## src/rtl/irqpr_pkg.sv

```systemverilog
package irqpr_pkg;
  // Strobes the control hands to the datapath each cycle.
  typedef struct packed {
    logic wrPrio;   // write a priority word
    logic wrGroup;  // write the grouping field
    logic push;     // a take happened: push the winner's level
    logic pop;      // a handler completed: pop one level
  } irqStrobes_t;
endpackage

```

## src/rtl/irqpr_datapath.sv

```systemverilog
module irqpr_datapath
  import irqpr_pkg::*;
#(
  parameter int NUM_LINES = 60,
  parameter int PRIO_BITS = 4,
  parameter int AGE_BITS  = 8,
  localparam int WORDS    = (NUM_LINES + 3) / 4,
  localparam int ADDR_W   = $clog2(WORDS + 1),
  localparam int LINE_W   = $clog2(NUM_LINES),
  localparam int GRP_W    = $clog2(PRIO_BITS + 1),
  localparam int DEPTH    = 1 << PRIO_BITS,
  localparam int PTR_W    = $clog2(DEPTH),
  localparam int SP_W     = $clog2(DEPTH + 1)
) (
  input  logic                 clk,
  input  logic                 rstN,
  input  irqStrobes_t          strb,
  input  logic [ADDR_W-1:0]    regAddr,
  input  logic [31:0]          regWrData,
  output logic [31:0]          regRdData,
  input  logic [NUM_LINES-1:0] pendVec,
  output logic                 winValid,
  output logic [LINE_W-1:0]    winLine,
  output logic [PRIO_BITS-1:0] winPreempt,
  output logic [PRIO_BITS-1:0] stackTop,
  output logic [SP_W-1:0]      stackDepth
);
  localparam logic [ADDR_W-1:0] GRP_ADDR = ADDR_W'(WORDS);
  localparam int LO = 8 - PRIO_BITS;  // lowest stored bit inside a byte

  logic [PRIO_BITS-1:0] prioMem [NUM_LINES];
  logic [AGE_BITS-1:0]  ageVec  [NUM_LINES];
  logic [GRP_W-1:0]     grpReg;
  logic [PRIO_BITS-1:0] lvlStack [DEPTH];
  logic [SP_W-1:0]      sp;
  logic [SP_W-1:0]      spm1;
  logic [PRIO_BITS-1:0] winPrio;
  logic [GRP_W-1:0]     grpEff;
  logic [GRP_W-1:0]     shAmt;
  logic                 unusedWrBits;

  assign unusedWrBits = ^regWrData;

  // Priority storage: only the top PRIO_BITS of each byte are kept.
  always_ff @(posedge clk or negedge rstN) begin
    if (!rstN) begin
      for (int i = 0; i < NUM_LINES; i++) prioMem[i] <= '0;
    end else if (strb.wrPrio) begin
      for (int i = 0; i < NUM_LINES; i++) begin
        if (int'(regAddr) == i / 4)
          prioMem[i] <= regWrData[8*(i%4)+LO +: PRIO_BITS];
      end
    end
  end

  always_ff @(posedge clk or negedge rstN) begin
    if (!rstN)              grpReg <= '0;
    else if (strb.wrGroup)  grpReg <= regWrData[GRP_W-1:0];
  end

  // One saturating age counter per line; it restarts whenever the line drops.
  for (genvar i = 0; i < NUM_LINES; i++) begin : g_age
    logic [AGE_BITS-1:0] cnt;
    always_ff @(posedge clk or negedge rstN) begin
      if (!rstN)               cnt <= '0;
      else if (!pendVec[i])    cnt <= '0;
      else if (cnt != '1)      cnt <= cnt + 1'b1;
    end
    assign ageVec[i] = cnt;
  end

  // Read mux: priority words with cleared low bits, or the grouping field.
  always_comb begin
    regRdData = '0;
    if (regAddr == GRP_ADDR) begin
      regRdData[GRP_W-1:0] = grpReg;
    end else if (int'(regAddr) < WORDS) begin
      for (int b = 0; b < 4; b++) begin
        if (int'(regAddr) * 4 + b < NUM_LINES)
          regRdData[8*b+LO +: PRIO_BITS] = prioMem[int'(regAddr) * 4 + b];
      end
    end
  end

  // Arbitration: smallest value, then oldest, then lowest index (strict compare).
  always_comb begin
    logic [AGE_BITS-1:0] bestAge;
    winValid = 1'b0;
    winLine  = '0;
    winPrio  = '1;
    bestAge  = '0;
    for (int i = 0; i < NUM_LINES; i++) begin
      if (pendVec[i] &&
          (!winValid || prioMem[i] < winPrio ||
           (prioMem[i] == winPrio && ageVec[i] > bestAge))) begin
        winValid = 1'b1;
        winLine  = LINE_W'(i);
        winPrio  = prioMem[i];
        bestAge  = ageVec[i];
      end
    end
  end

  // Preemption level of the winner under the current grouping.
  assign grpEff     = (grpReg > GRP_W'(PRIO_BITS)) ? GRP_W'(PRIO_BITS) : grpReg;
  assign shAmt      = GRP_W'(PRIO_BITS) - grpEff;
  assign winPreempt = winPrio >> shAmt;

  // Stack of running preemption levels.
  assign spm1       = sp - 1'b1;
  assign stackDepth = sp;
  assign stackTop   = (sp == '0) ? '0 : lvlStack[spm1[PTR_W-1:0]];

  always_ff @(posedge clk or negedge rstN) begin
    if (!rstN) begin
      sp <= '0;
      for (int d = 0; d < DEPTH; d++) lvlStack[d] <= '0;
    end else if (strb.push && strb.pop) begin
      lvlStack[spm1[PTR_W-1:0]] <= winPreempt;
    end else if (strb.push && sp < SP_W'(DEPTH)) begin
      lvlStack[sp[PTR_W-1:0]] <= winPreempt;
      sp <= sp + 1'b1;
    end else if (strb.pop) begin
      sp <= spm1;
    end
  end
endmodule

```

## src/rtl/irqpr_control.sv

```systemverilog
module irqpr_control
  import irqpr_pkg::*;
#(
  parameter int NUM_LINES = 60,
  parameter int PRIO_BITS = 4,
  localparam int WORDS    = (NUM_LINES + 3) / 4,
  localparam int ADDR_W   = $clog2(WORDS + 1),
  localparam int SP_W     = $clog2((1 << PRIO_BITS) + 1)
) (
  input  logic                 regWrEn,
  input  logic [ADDR_W-1:0]    regAddr,
  input  logic                 takeAck,
  input  logic                 doneStrobe,
  input  logic                 winValid,
  input  logic [PRIO_BITS-1:0] winPreempt,
  input  logic [PRIO_BITS-1:0] stackTop,
  input  logic [SP_W-1:0]      stackDepth,
  output logic                 takeReq,
  output irqStrobes_t          strb
);
  localparam logic [ADDR_W-1:0] GRP_ADDR = ADDR_W'(WORDS);

  logic running;
  logic nestOk;

  assign running = (stackDepth != '0);
  // Only a strictly better preemption level may nest over the running one.
  assign nestOk  = !running || (winPreempt < stackTop);
  assign takeReq = winValid && nestOk;

  always_comb begin
    strb         = '0;
    strb.wrPrio  = regWrEn && (regAddr < GRP_ADDR);
    strb.wrGroup = regWrEn && (regAddr == GRP_ADDR);
    strb.push    = takeReq && takeAck;
    strb.pop     = doneStrobe && running;
  end
endmodule

```

## src/rtl/irq_preempt_resolver.sv

```systemverilog
module irq_preempt_resolver
  import irqpr_pkg::*;
#(
  parameter int NUM_LINES = 60,
  parameter int PRIO_BITS = 4,
  parameter int AGE_BITS  = 8,
  localparam int WORDS    = (NUM_LINES + 3) / 4,
  localparam int ADDR_W   = $clog2(WORDS + 1),
  localparam int LINE_W   = $clog2(NUM_LINES),
  localparam int SP_W     = $clog2((1 << PRIO_BITS) + 1)
) (
  input  logic                 clk,
  input  logic                 rstN,
  input  logic                 regWrEn,
  input  logic [ADDR_W-1:0]    regAddr,
  input  logic [31:0]          regWrData,
  output logic [31:0]          regRdData,
  input  logic [NUM_LINES-1:0] pendVec,
  input  logic                 takeAck,
  input  logic                 doneStrobe,
  output logic                 takeReq,
  output logic [LINE_W-1:0]    takeLine
);
  irqStrobes_t          strb;
  logic                 winValid;
  logic [PRIO_BITS-1:0] winPreempt;
  logic [PRIO_BITS-1:0] stackTop;
  logic [SP_W-1:0]      stackDepth;

  irqpr_datapath #(
    .NUM_LINES(NUM_LINES), .PRIO_BITS(PRIO_BITS), .AGE_BITS(AGE_BITS)
  ) u_dp (
    .clk(clk), .rstN(rstN), .strb(strb), .regAddr(regAddr),
    .regWrData(regWrData), .regRdData(regRdData), .pendVec(pendVec),
    .winValid(winValid), .winLine(takeLine), .winPreempt(winPreempt),
    .stackTop(stackTop), .stackDepth(stackDepth)
  );

  irqpr_control #(
    .NUM_LINES(NUM_LINES), .PRIO_BITS(PRIO_BITS)
  ) u_ctl (
    .regWrEn(regWrEn), .regAddr(regAddr), .takeAck(takeAck),
    .doneStrobe(doneStrobe), .winValid(winValid), .winPreempt(winPreempt),
    .stackTop(stackTop), .stackDepth(stackDepth), .takeReq(takeReq),
    .strb(strb)
  );
endmodule

```

## config.mk

```make
export PLATFORM = sky130hd
export DESIGN_NAME = irq_preempt_resolver
export DESIGN_NICKNAME = d
export VERILOG_FILES = /design/src/rtl/irqpr_pkg.sv /design/src/rtl/irqpr_datapath.sv /design/src/rtl/irqpr_control.sv /design/src/rtl/irq_preempt_resolver.sv
export SDC_FILE = /design/constraint.sdc
export NUM_CORES = 2
export LEC_CHECK = 0
export BUFFER_PORTS_ARGS = -buffer_cell sky130_fd_sc_hd__buf_2
export CORE_ASPECT_RATIO = 1.4
export CORE_MARGIN = 10
export CORE_UTILIZATION = 30
export DETAILED_ROUTE_END_ITERATION = 6
export GPL_ROUTABILITY_DRIVEN = 0
export GPL_TIMING_DRIVEN = 0
export HOLD_SLACK_MARGIN = 0.08
export PLACE_DENSITY = 0.5
export SYNTH_ARGS = -nofsm -noshare
export SYNTH_HDL_FRONTEND = slang
export SYNTH_HIERARCHICAL = 1
export SYNTH_SLANG_ARGS = --single-unit
```

## constraint.sdc

```tcl
create_clock -name clk -period 155.8 [get_ports clk]
set_clock_uncertainty 0.2 [all_clocks]
set_input_delay 0 -clock clk [delete_from_list [all_inputs] [get_ports clk]]
set_output_delay 0 -clock clk [all_outputs]
set_load 0.02 [all_outputs]
```

==> metrics.md <==
| Metric | Value |
|---|---|
| Status | finished, violations left |
| Rows | 206 |
| Xor-xnor portion of the synthesized cell area | 2.12% |
| Dpl cell area | 72400 µm² |
| Complex-gate fraction of the synthesized area | 18.1% |
| Initial antenna violation count | 41 |
| CTS Sinks | 792 |
| Most frequent cells in the layout | nor2_1, dfrtp_1, ha_1 |
| Drt first pass iters | 7 |
| GRT overflow | 0 |
| Starting DRC count in detailed routing | 3935 |
| Synth Register Bits | 792 |
| CP max stage delay | 540 ps |
| Post-route ant nets | 0 |
| Worst skew pair latency | 720 ps |
| CP Capture Point | u_dp/lvlStack[10] |
| Cell area after synthesis | 67900 µm² |
| DP HPWL | 181 mm |
| Most used cell, CP | a21oi_1 |
| Worst EP required | 156190 ps |
| Reg2reg setup slack | 11380 ps |
| Yosys warning count | 6 |
| H-tree levels | 3 |
| Most common cell after layout, fill and taps aside | nor2_1 |
| Slowest stage cell on the critical path | dlygate4sd3_1 |
| DR vias | 61509 |
| Critical Path Start | pendVec[0] |
| DIE HEIGHT | 583 µm |
| Clk slew on worst S/H paths | 60 ps |
| Clock Tree Buf Depth | 3 |
| Seq/Total Area, Yosys | 29.2% |
| Critical-path maximum fanout | 10 |
| Distinct cells, synth | 126 |
| Reg2reg end | u_dp/lvlStack[10] |
| Mux contribution to synthesized area | 12.7% |
| R2R depth | 713 |
| Async SR Flop Fraction | 100% |
| Minimum clock period | 144490 ps |
| Setup violators final | 0 |
| Initial Util | 30.2% |
| Max-cap violation count | 0 |
| Tot GR Track Use | 17.9% |
| RR Startpoint | u_dp/g_age[0].cnt[5] |
| Core area | 225000 µm² |
| Largest family of logic cells by synthesized area | simple AND/OR/NAND/NOR gates |
| Drt wl/cell | 20.0 µm |
| Area Overhead vs Synth | 14.9% |
| Setup TNS | 0 ps |
| Fraction of layout cells with a size suffix above 1 | 13.0% |
| Final core utilization | 34.7% |
| Largest net degree at the start of global routing | 109 |
| Slew Viols, Final | 0 |
| Max Freq | 6.92 MHz |
| Crit end category | register |
| # nets final | 9172 |
| Num CTS Buffers | 95 |
| Failing checks | design-rule violations |
| Vias/cell | 5.37 |
| Die Wd | 422 µm |
| Synth Instances | 7942 |
| Finished Cell Area | 78000 µm² |
| Post-synthesis adder-cell area fraction | 13.5% |
| Transition time of the tightest slew-check pin | 1440 ps |
| Die area | 246000 µm² |
| Fin crit share | 92.7% |
| Global-route wire length before repair | 355 mm |
| Setup Crit Path Kind | in -> reg |
| Vias in the first global route | 61949 |
| Ys flop type | dfrtp_1 |
| Worst setup SP type | input pin |
| Final wirelength | 229 mm |
| IO Count | 140 |
| Simple-gate share of the synthesized area | 18.6% |
| Port Buffer Count | 103 |
| Syn Area/Cell | 8.55 µm² |
| CTS tree | done |
| Slew Limit Headroom | 3.96% |
| CTS root buffer | clkbuf_16 |
| Worst Hold Class | in -> reg |
| WHS | 107 ps |
| Residual DRC | 1 |
| Final Hold Violating Endpoints | 0 |
| WP data arrival | 144880 ps |
| EDFF count, synth | 0 |
==> sequential cells by signal, indices dropped and copies added, names as in the netlist <==
signal and cells:
u_dp/prioMem 240, u_dp/grpReg 3, u_dp/g_age.cnt 480, u_dp/stackDepth 5
u_dp/lvlStack 64
==> cell usage after synthesis (all sizes together) (137+ instances only) <==
master / n / area share (%)
nand4: 232 / 2.1
inv: 709 / 3.9
mux2: 415 / 6.9
a21o: 157 / 1.7
o21ai: 704 / 5.2
ha: 728 / 13
dfrtp: 792 / 29
clkbuf: 157 / 0.87
nand2: 546 / 3.0
nor2: 817 / 4.5
nand3: 299 / 2.2
a31oi: 181 / 1.7
mux2i: 208 / 3.1
nor2b: 137 / 1.3
a21oi: 453 / 3.4
==> cell families (layout without fill, tap and decap cells) <==
logic type,count (synthesis),count (layout)
AOI/OAI and AO/OA,1969,1969
xor gates and xnor gates,164,164
adders and majority gates,734,734
buffers and inverters,972,1434
DFF,792,792
muxes,706,706
other,1,26
and+or+nand+nor,2604,2604
==> worst min-delay path by stage <==
stage / slack, ps / cells past startpoint / from / to
finish: 110 / 4 / pendVec[12] / u_dp/g_age[12].cnt[7]
global route: 110 / 4 / pendVec[34] / u_dp/g_age[34].cnt[4]
CTS: 80 / 4 / pendVec[51] / u_dp/g_age[51].cnt[3]
detailed placement: -360 / 1 / rstN / u_dp/g_age[26].cnt[7]
global placement: 50 / 2 / regWrData[2] / u_dp/grpReg[2]
floorplan: -500 / 0 / rstN / u_dp/g_age[0].cnt[0]
==> worst max-delay path: cells and delay by family <==
kind	cells	cell delay [ps]
and+or+nand+nor	234	33030
AOI/OAI and AO/OA	360	70360
muxes	43	14990
buffers and inverters	129	28840
adders and majority gates	78	22810
==> through the flow <==
| step | std cells | setup slack, ps |
|---|---|---|
| after floorplan | 7954 | 22300 |
| after global placement | 11073 | -9220 |
| after detailed placement | 11081 | -11480 |
| after CTS | 11408 | 7.43 |
| after global routing | 11439 | -181 |
| final | 11445 | 11310 |
==> metal layers <==
layer | share of wire [%] | global-route usage, %
met5 | 0.074 | 0
met2 | 50 | 32.3
met1 | 41 | 20.9
met4 | 5.0 | 7.97
met3 | 4.5 | 2.49
==> what timing repair did <==
item,4_1_cts,5_1_grt
endpoints found under the setup margin,76,76
pin swaps,1,13
endpoints found under the hold margin,1263,0
setup buffers,1,30
gates resized for setup,74,155
hold buffers,156,0
==> area by class of cell <==
cell class | count | area, µm²
fillers | 23357 | 147000
multi-input cells | 6190 | 44600
flip-flops and latches | 792 | 19800
well taps | 3016 | 3770
inverters | 713 | 2680
clock buffers | 122 | 2630
repair buffers | 298 | 2540
plain buffers | 253 | 1300
clock inverters | 48 | 584
diodes | 13 | 32.5
Power is not shown: default switching activity piles up to over one toggle a cycle in this logic, so the estimate is an artifact.
